### src/rtl/pwmch_pkg.sv
package pwmch_pkg;

    typedef enum logic [2:0] {
        MODE_HOLD     = 3'b000,
        MODE_FORCE_LO = 3'b001,
        MODE_FORCE_HI = 3'b010,
        MODE_PWM1     = 3'b110,
        MODE_PWM2     = 3'b111
    } mode_e;

    typedef enum logic [1:0] {
        ROLE_OUTPUT = 2'b00,
        ROLE_INPUT  = 2'b01
    } role_e;

    function automatic logic is_pwm(input logic [2:0] m);
        return (m == MODE_PWM1) || (m == MODE_PWM2);
    endfunction

    function automatic logic match_level(input logic [2:0] m);
        return (m == MODE_PWM2);
    endfunction

    function automatic logic role_legal(input logic [1:0] r);
        return (r == ROLE_OUTPUT) || (r == ROLE_INPUT);
    endfunction

endpackage

### src/rtl/pwmch_trig_sync.sv
module pwmch_trig_sync #(
    parameter int SYNC_STAGES = 2
) (
    input  logic clk,
    input  logic rst_n,
    input  logic trig_i,
    output logic evt_o
);
    localparam int MSB = SYNC_STAGES - 1;

    typedef struct packed {
        logic [SYNC_STAGES-1:0] sync;
        logic                   prev;
        logic                   evt;
    } trig_st_t;

    trig_st_t st_d, st_q;

    always_comb begin
        st_d      = st_q;
        st_d.sync = {st_q.sync[SYNC_STAGES-2:0], trig_i};
        st_d.prev = st_q.sync[MSB];
        st_d.evt  = st_q.sync[MSB] & ~st_q.prev;
    end

    always_ff @(posedge clk or negedge rst_n) begin
        if (!rst_n) st_q <= '0;
        else        st_q <= st_d;
    end

    assign evt_o = st_q.evt;


    evt_single_chk: assert property (@(posedge clk) disable iff (!rst_n)
        st_q.evt |=> !st_q.evt);


    evt_cause_chk: assert property (@(posedge clk) disable iff (!rst_n)
        $rose(st_q.evt) |-> st_q.prev);

endmodule

### src/rtl/pwmch_cmp_stage.sv
module pwmch_cmp_stage #(
    parameter int CNT_W = 16
) (
    input  logic             clk,
    input  logic             rst_n,
    input  logic [CNT_W-1:0] cnt_i,
    input  logic [CNT_W-1:0] cmp_i,
    output logic             below_o
);
    typedef struct packed {
        logic below;
    } cmp_st_t;

    cmp_st_t st_d, st_q;

    always_comb begin
        st_d       = st_q;
        st_d.below = (cnt_i < cmp_i);
    end

    always_ff @(posedge clk or negedge rst_n) begin
        if (!rst_n) st_q <= '0;
        else        st_q <= st_d;
    end

    assign below_o = st_q.below;

endmodule

### src/rtl/pwmch_role_ctl.sv
module pwmch_role_ctl
    import pwmch_pkg::*;
(
    input  logic       clk,
    input  logic       rst_n,
    input  logic       en_i,
    input  logic       wr_i,
    input  logic [1:0] wdata_i,
    output logic [1:0] role_o,
    output logic       drive_o
);
    typedef struct packed {
        logic [1:0] role;
    } role_st_t;

    role_st_t st_d, st_q;

    always_comb begin
        st_d = st_q;
        if (wr_i && !en_i && role_legal(wdata_i)) begin
            st_d.role = wdata_i;
        end
    end

    always_ff @(posedge clk or negedge rst_n) begin
        if (!rst_n) st_q <= '0;
        else        st_q <= st_d;
    end

    assign role_o  = st_q.role;
    assign drive_o = en_i && (st_q.role == ROLE_OUTPUT);


    role_lock_chk: assert property (@(posedge clk) disable iff (!rst_n)
        en_i |=> $stable(st_q.role));


    role_legal_chk: assert property (@(posedge clk) disable iff (!rst_n)
        !st_q.role[1]);

endmodule

### src/rtl/pwm_fastpath_channel.sv
module pwm_fastpath_channel
    import pwmch_pkg::*;
#(
    parameter int CNT_W       = 16,
    parameter int SYNC_STAGES = 2
) (
    input  logic             clk,
    input  logic             rst_n,
    input  logic [CNT_W-1:0] cnt_i,
    input  logic [CNT_W-1:0] cmp_i,
    input  logic [2:0]       mode_i,
    input  logic             fast_en_i,
    input  logic             chan_en_i,
    input  logic             role_wr_i,
    input  logic [1:0]       role_wdata_i,
    input  logic             trig_i,
    output logic             trig_evt_o,
    output logic [1:0]       role_o,
    output logic             cmp_out_o
);
    logic evt;
    logic below;
    logic drive;

    pwmch_trig_sync #(.SYNC_STAGES(SYNC_STAGES)) u_sync (
        .clk    (clk),
        .rst_n  (rst_n),
        .trig_i (trig_i),
        .evt_o  (evt)
    );

    pwmch_cmp_stage #(.CNT_W(CNT_W)) u_cmp (
        .clk     (clk),
        .rst_n   (rst_n),
        .cnt_i   (cnt_i),
        .cmp_i   (cmp_i),
        .below_o (below)
    );

    pwmch_role_ctl u_role (
        .clk     (clk),
        .rst_n   (rst_n),
        .en_i    (chan_en_i),
        .wr_i    (role_wr_i),
        .wdata_i (role_wdata_i),
        .role_o  (role_o),
        .drive_o (drive)
    );

    typedef struct packed {
        logic out;
    } out_st_t;

    out_st_t st_d, st_q;

    always_comb begin
        st_d = st_q;
        if (fast_en_i && evt && is_pwm(mode_i)) begin
            st_d.out = match_level(mode_i);
        end else begin
            unique case (mode_i)
                MODE_PWM1:     st_d.out = below;
                MODE_PWM2:     st_d.out = ~below;
                MODE_FORCE_HI: st_d.out = 1'b1;
                MODE_FORCE_LO: st_d.out = 1'b0;
                default:       st_d.out = st_q.out;
            endcase
        end
    end

    always_ff @(posedge clk or negedge rst_n) begin
        if (!rst_n) st_q <= '0;
        else        st_q <= st_d;
    end

    assign trig_evt_o = evt;
    assign cmp_out_o  = st_q.out & drive;


    fast_pwm1_chk: assert property (@(posedge clk) disable iff (!rst_n)
        (evt && fast_en_i && mode_i == MODE_PWM1) |=> !st_q.out);


    fast_pwm2_chk: assert property (@(posedge clk) disable iff (!rst_n)
        (evt && fast_en_i && mode_i == MODE_PWM2) |=> st_q.out);


    force_hi_chk: assert property (@(posedge clk) disable iff (!rst_n)
        (mode_i == MODE_FORCE_HI) |=> st_q.out);


    mask_chk: assert property (@(posedge clk) disable iff (!rst_n)
        (role_o != ROLE_OUTPUT) |-> !cmp_out_o);

endmodule

### config.mk
export PLATFORM = sky130hd
export DESIGN_NAME = pwm_fastpath_channel
export DESIGN_NICKNAME = d
export VERILOG_FILES = /design/src/rtl/pwmch_pkg.sv /design/src/rtl/pwmch_trig_sync.sv /design/src/rtl/pwmch_cmp_stage.sv /design/src/rtl/pwmch_role_ctl.sv /design/src/rtl/pwm_fastpath_channel.sv
export SDC_FILE = /design/constraint.sdc
export NUM_CORES = 1
export LEC_CHECK = 0
export BUFFER_PORTS_ARGS = -buffer_cell sky130_fd_sc_hd__buf_4
export CORE_MARGIN = 2
export CORE_UTILIZATION = 34
export DETAILED_ROUTE_END_ITERATION = 10
export PLACE_DENSITY = 0.73
export SYNTH_ARGS = -nofsm -noshare
export SYNTH_HDL_FRONTEND = slang
export SYNTH_SLANG_ARGS = --single-unit
### constraint.sdc
create_clock -name clk -period 1.08 [get_ports clk]
set_clock_uncertainty 0.1 [all_clocks]
set_input_delay 0.216 -clock clk [delete_from_list [all_inputs] [get_ports clk]]
set_output_delay 0.216 -clock clk [all_outputs]
set_load 0.1 [all_outputs]
==> results of run 1 <==
==> layout make-up <==
cell class | instances | area, µm² | share of cell area
Sequential cell | 8 | 209 | 0.166
Inverter | 17 | 76.3 | 0.0605
Clock buffer | 4 | 26.3 | 0.0208
Multi-Input combinational cell | 48 | 449 | 0.356
Timing Repair Buffer | 53 | 469 | 0.372
Tap cell | 25 | 31.3 | 0.0248
==> worst max path at each step <==
stage	from	end	slack, ns	cells past startpoint
2_1_floorplan	u_role.role_o[0]$_DFFE_PN0P_	cmp_out_o	-0.68	1
3_3_place_gp	cnt_i[1]	u_cmp.below_o$_DFF_PN0_	-0.42	5
3_5_place_dp	cnt_i[1]	u_cmp.below_o$_DFF_PN0_	-0.43	5
4_1_cts	u_role.role_o[0]$_DFFE_PN0P_	cmp_out_o	-0.32	2
5_1_grt	st_q$_DFFE_PN0P_	cmp_out_o	-0.36	3
6_report	u_role.role_o[0]$_DFFE_PN0P_	cmp_out_o	-0.32	2
==> metrics by stage <==
stage | setup slack [ns] | total power (µW) | hold WS (ns) | std cells
floorplan | -0.681 | 587 | -0.180 | 73
global placement | -0.424 | 782 | -0.0675 | 149
detailed placement | -0.434 | 795 | -0.0640 | 149
CTS | -0.322 | 1090 | 0.0821 | 155
global route | -0.365 | 1170 | 0.0900 | 155
finish | -0.323 | 1100 | 0.0839 | 155
==> metal layers <==
metal	up-vias	wire, µm	global-route usage	share of wire
met1	301	598	0.176	0.37
met4	0	0	0.0162	0
li1	362	-	-	-
met2	34	896	0.299	0.55
met5	-	0	0	0
met3	0	133	0.0340	0.082
==> repair_timing <==
| item | CTS | global route |
|---|---|---|
| setup buffers | 0 | 0 |
| setup endpoints to repair | 7 | 7 |
| pin swaps | 2 | 2 |
| resized for setup | 18 | 8 |
| hold buffers | 2 | 0 |
| endpoints found under the hold margin | 9 | 0 |
==> flip-flops by register name, summed over array words and instances (netlist names) <==
name and count:
st_q 1, u_cmp.below_o 1, u_role.role_o 2, u_sync.evt_o 1, u_sync.st_d 2, u_sync.st_q 1
==> where the power goes <==
part | switching [µW] | internal, µW
sequential | 19.0 | 332
clock | 93.7 | 141
combinational | 241 | 277
==> placed cells by master, fill, tap and decap left out <==
cell type and instances:
a2111oi_2 1, a21o_1 3, a21oi_1 2, a21oi_2 2, a221o_1 1, a311oi_1 1, and3_1 1, buf_12 5
buf_4 45, buf_6 1, clkbuf_1 1, clkbuf_4 3, dfrtp_1 5, dfrtp_2 1, dfrtp_4 2, dlygate4sd3_1 2
ha_1 13, ha_4 2, inv_1 16, inv_12 1, mux2_2 1, nand2_1 2, nand2_2 3, nand2b_1 2
nand4_1 2, nor2_1 2, nor2b_1 2, nor3_1 1, nor3_4 1, nor3b_1 1, o21a_1 1, o21ai_0 1
o21ai_1 1, o311ai_1 1, xor2_1 1
==> logic make-up after synthesis <==
kind of cell / Yosys count / share of synthesized area
flip-flops: 8 / 0.305
AND/OR/NAND/NOR: 17 / 0.134
adder cells (fa/ha/maj): 15 / 0.286
AO/OA/AOI/OAI: 14 / 0.147
XOR/XNOR: 1 / 0.0134
multiplexers: 1 / 0.0172
buffers and inverters: 17 / 0.0973
==> worst reg2reg max path, delay by kind of cell (launching register included) <==
kind	cells	cell delay, ns
DFF	1	0.49
AOI/OAI and AO/OA	1	0.22
and+or+nand+nor	2	0.13
xor gates and xnor gates	1	0.13
==> impl_results.md, run 1 <==
- Status: complete, but fails checks
- Failing checks: negative setup slack
- Via count: 697
- Clk sink count: 8
- CP Cell Sequence: nor3_4 > buf_12
- Area of the mapped netlist: 656 µm²
- Hold violation count in the final report: 0
- Number of synthesized register bits: 8
- Crit path max-delay family: flip-flops
- Tmin final: 1.40 ns
- Number of distinct library cells after synthesis: 21
- Post-synth top cells: 17 x inv_1, 15 x ha_1, 8 x dfrtp_1, 5 x nand2_1, 4 x a21oi_1
- CTS tree: done
- Routed WL: 1.63 mm
- First DRT Iteration DRCs: 6
- Worst Path Class, Setup: flop to output port
- I/O Pins: 47
- R2r setup slk: -0.09 ns
- Syn-to-layout area delta: 92.4%
- Power per cell area: 874 nW/µm²
- Seq/Total Area, Yosys: 0.305
- Layout cells sized above 1: 0.523
- Largest stage delay on the critical path: 0.49 ns
- Worst r2r src: u_sync.evt_o$_DFF_PN0_
- Design Area, Final: 1260 µm²
- Drt wl/cell: 10.5 µm
- Drt pass-1 iters: 4
- Worst path bufs/invs: 1
- Core Area: 1760 µm²
- Final worst slack: -0.323 ns
- HPWL Detailed: 1.35 mm
- Root buf cell: clkbuf_4
- Max-cap violations: 0
- Post-route DRC: 0
- Cell taking the most area after synthesis: dfrtp_1
- Initial antenna violation count: 0
- Rel. slew slack: 0.754
- Synth top area share: 0.305
- Dpl cell area: 1110 µm²
- Layout fillers: 152
- FF-to-FF path depth: 4
- Die X-Extent: 47.9 µm
- Row Count: 15
- Async SR Flop Fraction: 1.00
- Most common cell in the synthesized netlist: inv_1
- WP data arrival: 1.09 ns
- Worst Path Max Fanout: 2
- Worst Hold End: st_q$_DFFE_PN0P_
- H-tree levels: 1
- Startpoint Class: flop
- Post-synth EDFFs: 0
- Endpoints failing setup: 7
- Mean Syn Cell Area: 8.98 µm²
- Ant diodes: 0
- Warnings, synthesis: 0
- Starting density of the core: 0.372
- Worst Path Required: 0.76 ns
- Slowest cell on the critical path: dfrtp_4
- Max Transition Viols Final: 0
- Vias in the first global route: 637
- Unrepaired setup endpoints after global routing: yes
- Maximum clock frequency: 713 MHz
- GRT Total Usage: 0.154
- Lkg Pwr: 0.000683 µW
- Antenna Nets Post-Route: 0
- Clk_lat worst skew: 0.25 ns
- Worst-Margin Slew: 0.369 ns
- Port-buffer cells: 46
- Setup tns final: -1.21 ns
- CP endpoint kind: output port
- Global-route wire length before repair: 2.44 mm
- Hold crit path type: primary input to flop
- Vias/cell: 4.50
- Hold path depth: 2
- Maximum VDD drop: 758 µV
- CTS max path bufs: 2
- Syn Inst Count: 73
- Num CTS Buffers: 3
- Utilization after layout: 0.715
- Worst-path clk slew: 0.06 ns
- Die area: 2300 µm²
- Ys flop type: dfrtp_1
- Mapped Nets: 131
- Overall die height: 47.9 µm
- Largest net degree at the start of global routing: 9
- Routability cong.: 0.730
- Worst reg2reg path endpoint: st_q$_DFFE_PN0P_
- Min-Delay Startpoint: mode_i[2]
- Period utilization: 1.30
- Fin nets: 189
- Overflow after GRT: 0
- Synth area leaders: dfrtp_1 31%, ha_1 29%, inv_1 9.7%, a21o_1 3.4%, a21oi_1 3.1%
Note: power is estimated with default switching activity, not from simulation.
==> run 2, diff against run 1 <==
- PLACE_DENSITY: 0.73 -> default
- PLACE_DENSITY_LB_ADDON: default -> 0.25
- REMOVE_ABC_BUFFERS: default -> 1
- clock period: 1.08 -> 1.6 ns (I/O delays scaled with it)
==> run 2 against run 1 <==
Compared with the run above: the flow now finishes without violations; sequential share of layout area is 1.9 points higher; clock-buffer cell count decreased by 1; hold slack worse by 0.0020 ns; clock power fell by 37%; final area is 14% lower; critical path depth stayed put; die area unchanged; via count is 1.7% lower; global-route usage down 2.6 points; register-to-register slack better by 0.58 ns; flip-flop and latch count unchanged.
==> impl_results.md, run 2 (same netlist as run 1, synthesis figures left out) <==
- Hold violation count in the final report: 0 (unchanged)
- Via count: 685 (was 697)
- FF-to-FF path depth: 4 (unchanged)
- Row Count: 15 (unchanged)
- Maximum VDD drop: 415 µV (was 758 µV)
- Worst-Margin Slew: 0.389 ns (was 0.369 ns)
- Clk_lat worst skew: 0.25 ns (about the same)
- Largest net degree at the start of global routing: 9 (unchanged)
- Root buf cell: clkbuf_4 (unchanged)
- Lkg Pwr: 0.000640 µW (was 0.000683 µW)
- Worst r2r src: u_sync.evt_o$_DFF_PN0_ (unchanged)
- Tmin final: 1.52 ns
- Dpl cell area: 1040 µm² (was 1110 µm²)
- WHS: 0.0819 ns (was 0.0839 ns)
- Ant diodes: 0 (unchanged)
- Worst-path clk slew: 0.05 ns (was 0.06 ns)
- Drt pass-1 iters: 4 (unchanged)
- First element of the critical path: u_role.role_o[1]$_DFFE_PN0P_ (was u_role.role_o[0]$_DFFE_PN0P_)
- Initial antenna violation count: 0 (unchanged)
- Worst Path Class, Setup: flop to output port (unchanged)
- GRT Total Usage: 0.128 (was 0.154)
- Clk sink count: 8 (unchanged)
- Design Area, Final: 1080 µm² (was 1260 µm²)
- Layout cells sized above 1: 0.419 (was 0.523)
- Endpoints failing setup: 0 (was 7)
- Starting density of the core: 0.372 (unchanged)
- Syn-to-layout area delta: 65.3% (was 92.4%)
- Overflow after GRT: 0 (unchanged)
- Routed WL: 1.40 mm (was 1.63 mm)
- Core Area: 1760 µm² (unchanged)
- Antenna Nets Post-Route: 0 (unchanged)
- Max-cap violations: 0 (unchanged)
- Die area: 2300 µm² (unchanged)
- Vias/cell: 4.60 (was 4.50)
- Worst Path Required: 1.18 ns (was 0.76 ns)
- Most frequent cells in the layout: 46 x buf_4, 17 x inv_1, 15 x ha_1 (was 45 x buf_4, 16 x inv_1, 13 x ha_1)
- Layout fillers: 184 (was 152)
- Drt wl/cell: 9.42 µm (was 10.5 µm)
- Worst path bufs/invs: 1 (unchanged)
- HPWL Detailed: 1.24 mm (was 1.35 mm)
- Fin nets: 184 (was 189)
- First DRT Iteration DRCs: 6 (unchanged)
- CTS max path bufs: 2 (unchanged)
- Status: finished, final reports clean (was complete, but fails checks)
- I/O Pins: 47 (unchanged)
- Critical path depth: 2 (unchanged)
- Die X-Extent: 47.9 µm (unchanged)
- Rel. slew slack: 0.734 (was 0.754)
- Global-route wire length before repair: 1.99 mm (was 2.44 mm)
- Worst Path Max Fanout: 3 (was 2)
- Port-buffer cells: 46 (unchanged)
- Hold path depth: 1 (was 2)
- H-tree levels: 1 (unchanged)
- Post-route DRC: 0 (unchanged)
- WP data arrival: 1.10 ns (was 1.09 ns)
- CP endpoint kind: output port (unchanged)
- Slowest cell on the critical path: dfrtp_1 (was dfrtp_4)
- Vias in the first global route: 589 (was 637)
- Maximum clock frequency: 659 MHz
- Utilization after layout: 0.614 (was 0.715)
- Overall die height: 47.9 µm (unchanged)
- Num CTS Buffers: 3 (unchanged)
- Final Power: 652 µW (was 1100 µW)
- Max Transition Viols Final: 0 (unchanged)
- Hold crit path type: primary input to flop (unchanged)
- Routability cong.: 0.608 (was 0.730)
- Power per cell area: 602 nW/µm² (was 874 nW/µm²)
- Startpoint Class: flop (unchanged)
- Period utilization: 0.948
- Unrepaired setup endpoints after global routing: no (was yes)
- Largest stage delay on the critical path: 0.39 ns (was 0.49 ns)
- Crit path max-delay family: flip-flops (unchanged)
- Min-Delay Startpoint: trig_i (was mode_i[2])
- CP Cell Sequence: nor3_2 > clkbuf_8 (was nor3_4 > buf_12)
- Most common cell after layout, fill and taps aside: buf_4 (unchanged)
- CTS tree: done (unchanged)
run 2: changes by cell type in the layout (fill, tap and decap cells not counted), sizes merged:
cell / change
dlygate4sd3: -1
buf: -5
run 2: worst paths after layout:
check	slack, ns	endpoint
setup / recovery	0.08	cmp_out_o
hold / removal	0.08	u_sync.st_d[3]$_DFF_PN0_
setup reg to reg	0.49	st_q$_DFFE_PN0P_
hold reg to reg	0.25	u_sync.st_d[1]$_DFF_PN0_
max in group asynchronous	0.94	u_role.role_o[1]$_DFFE_PN0P_
min in group asynchronous	0.33	u_sync.evt_o$_DFF_PN0_
run 2: power breakdown:
group          internal (µW)  leakage [µW]  switching [µW]  total (µW)
combinational            135      0.000530             140         275
clock                   85.4     0.0000138            62.5         148
sequential               220     0.0000962            9.88         230
run 2: through the flow:
stage	std cells	TNS [ns]	setup WS, ns
after CTS	149	0	0.0464
final	149	0	0.0831
after floorplan	73	-1.77	-1.77
after global routing	149	0	0.0293
after global placement	145	-0.0553	-0.0553
after detailed placement	145	-0.0834	-0.0834
run 2: final cells by class:
class,count,area [µm²],share of cell area
Multi-Input combinational cell,48,397,0.366
Timing Repair Buffer,48,369,0.341
Sequential cell,8,200,0.185
Inverter,17,63.8,0.0589
Tap cell,25,31.3,0.0289
Clock buffer,3,22.5,0.0208
run 2: what timing repair did:
item                                   in CTS  in global routing
setup buffers                               0                  0
hold buffers                                1                  0
endpoints found under the hold margin       8                  0
setup endpoints to repair                   0                  1
resized for setup                           0                  3
run 2: per-layer routing:
layer,track usage,wire length (µm),vias up
li1,-,-,356
met1,0.110,536,291
met4,0.0811,12,0
met3,0.0415,158,2
met5,0,0,-
met2,0.248,695,36
==> run 3, diff against run 2 <==
- CTS_CLUSTER_DIAMETER: default -> 30
- GPL_TIMING_DRIVEN: default -> 0
- MAX_ROUTING_LAYER: default -> met4
==> run 3 against run 2 <==
Compared with the run above: die area stayed put; combinational power shrank 3%; hold slack got worse by 0.0030 ns; via count is 1.2% lower; register-to-register slack better by 0.02 ns; routed wire length is 2.9% lower; core utilization shrank 0.43 points; final cell count is 0.67% lower; largest power group unchanged.
==> impl_results.md, run 3 (same netlist as run 1, synthesis figures left out) <==
- End point of the critical path: cmp_out_o (unchanged)
- Worst Path Required: 1.18 ns (about the same)
- Final worst slack: 0.0886 ns (was 0.0831 ns)
- HPWL Detailed: 1.24 mm (about the same)
- Core Area: 1760 µm² (unchanged)
- Most frequent cells in the layout: 45 x buf_4, 17 x inv_1, 15 x ha_1 (was 46 x buf_4, 17 x inv_1, 15 x ha_1)
- Ant diodes: 0 (unchanged)
- Post-route DRC: 0 (unchanged)
- Die X-Extent: 47.9 µm (unchanged)
- WHS: 0.0789 ns (was 0.0819 ns)
- Power per cell area: 600 nW/µm² (was 602 nW/µm²)
- WP data arrival: 1.09 ns (was 1.10 ns)
- Status: finished, final reports clean (unchanged)
- Num CTS Buffers: 3 (unchanged)
- Inst Count DP: 144 (was 145)
- Global-route wire length before repair: 2.01 mm (was 1.99 mm)
- Layout cells sized above 1: 0.415 (was 0.419)
- Layout fillers: 178 (was 184)
- Drt pass-1 iters: 3 (was 4)
- First element of the critical path: u_role.role_o[1]$_DFFE_PN0P_ (unchanged)
- Post-CTS repair timing setup buffer count: 0 (unchanged)
- Endpoints failing setup: 0 (unchanged)
- Fin nets: 183 (was 184)
- Worst Path Max Fanout: 3 (unchanged)
- Overall die height: 47.9 µm (unchanged)
- Worst r2r src: u_sync.evt_o$_DFF_PN0_ (unchanged)
- I/O Pins: 47 (unchanged)
- R2r setup slk: 0.51 ns (was 0.49 ns)
- Initial antenna violation count: 0 (unchanged)
- Worst-path clk slew: 0.05 ns (about the same)
- Clk sink count: 8 (unchanged)
- Antenna Nets Post-Route: 0 (unchanged)
- Routability cong.: 0.582 (was 0.608)
- Fin cells: 148 (was 149)
- Maximum VDD drop: 320 µV (was 415 µV)
- Max Transition Viols Final: 0 (unchanged)
- H-tree levels: 1 (unchanged)
- Overflow after GRT: 0 (unchanged)
- GRT Total Usage: 0.131 (was 0.128)
- Routed WL: 1.36 mm (was 1.40 mm)
- Lkg Pwr: 0.000635 µW (was 0.000640 µW)
- Hold violation count in the final report: 0 (unchanged)
- Vias in the first global route: 574 (was 589)
- Root buf cell: clkbuf_4 (unchanged)
- Syn-to-layout area delta: 64.1% (was 65.3%)
- Period utilization: 0.945 (was 0.948)
- Worst Path Class, Setup: flop to output port (unchanged)
- Worst slack, placed: -0.0992 ns (was -0.0834 ns)
- CP endpoint kind: output port (unchanged)
- Tmin final: 1.51 ns (was 1.52 ns)
- Clk_lat worst skew: 0.24 ns (was 0.25 ns)
- Maximum clock frequency: 662 MHz (was 659 MHz)
- Port-buffer cells: 46 (unchanged)
- Starting density of the core: 0.372 (unchanged)
- Max-cap violations: 0 (unchanged)
- FF-to-FF path depth: 4 (unchanged)
- Rel. slew slack: 0.777 (was 0.734)
- Most common cell after layout, fill and taps aside: buf_4 (unchanged)
- Via count: 677 (was 685)
- CTS tree: done (unchanged)
- Row Count: 15 (unchanged)
- Worst reg2reg path endpoint: st_q$_DFFE_PN0P_ (unchanged)
- Largest net degree at the start of global routing: 9 (unchanged)
- Drt wl/cell: 9.20 µm (was 9.42 µm)
- First DRT Iteration DRCs: 1 (was 6)
- Vias/cell: 4.57 (was 4.60)
- Worst-Margin Slew: 0.326 ns (was 0.389 ns)
- CTS max path bufs: 2 (unchanged)
- Unrepaired setup endpoints after global routing: no (unchanged)
- Startpoint Class: flop (unchanged)
- Die area: 2300 µm² (unchanged)
- Hold crit path type: primary input to flop (unchanged)
## run 3: area by class of cell
| type | count | area, µm² | share of cell area |
|---|---|---|---|
| Timing Repair Buffer | 47 | 362 | 0.336 |
| Multi-Input combinational cell | 48 | 397 | 0.369 |
| Clock buffer | 3 | 22.5 | 0.0209 |
| Inverter | 17 | 63.8 | 0.0593 |
| Sequential cell | 8 | 200 | 0.186 |
| Tap cell | 25 | 31.3 | 0.0291 |
## run 3: worst min path at each step
stage | start | to | slack [ns] | depth (start not counted)
floorplan | rst_n | st_q$_DFFE_PN0P_ | -0.08 | 0
global placement | rst_n | u_role.role_o[0]$_DFFE_PN0P_ | 0.04 | 1
detailed placement | rst_n | st_q$_DFFE_PN0P_ | 0.04 | 1
CTS | trig_i | u_sync.st_d[3]$_DFF_PN0_ | 0.07 | 1
global route | trig_i | u_sync.st_d[3]$_DFF_PN0_ | 0.06 | 1
finish | trig_i | u_sync.st_d[3]$_DFF_PN0_ | 0.08 | 1
## run 3: per-stage QoR
step | cell area, µm² | power, µW | TNS (ns) | utilization
6_report | 1080 | 646 | 0 | 0.610
5_1_grt | 1080 | 694 | 0 | 0.610
4_1_cts | 1060 | 652 | 0 | 0.604
3_5_place_dp | 1030 | 498 | -0.0992 | 0.585
3_3_place_gp | 1030 | 491 | -0.0807 | 0.585
2_1_floorplan | 656 | 380 | -1.77 | -
## run 3: metal layers
layer	wire length, µm	GRT usage	vias up
met5	0	-	-
met4	12	0.0811	0
met3	134	0.0226	2
met2	688	0.232	34
met1	526	0.131	292
li1	-	-	349
## run 3: repair_timing
action                                  CTS  global route
endpoints found under the setup margin    0             1
endpoints found under the hold margin     8             0
gates resized for setup                   0             3
hold buffers                              1             0
## run 3: worst max-delay path, stage by stage, from the launching register on
cell      delay [ns]
dfrtp_1         0.40
nor3_2          0.19
clkbuf_8        0.26
## run 3: power breakdown
group	internal, µW	leakage [µW]	total, µW	switching (µW)
logic	131	0.000525	268	137
clock network	85.4	0.0000138	147	62.0
registers	220	0.0000962	230	10.2
total	437	0.000635	646	209
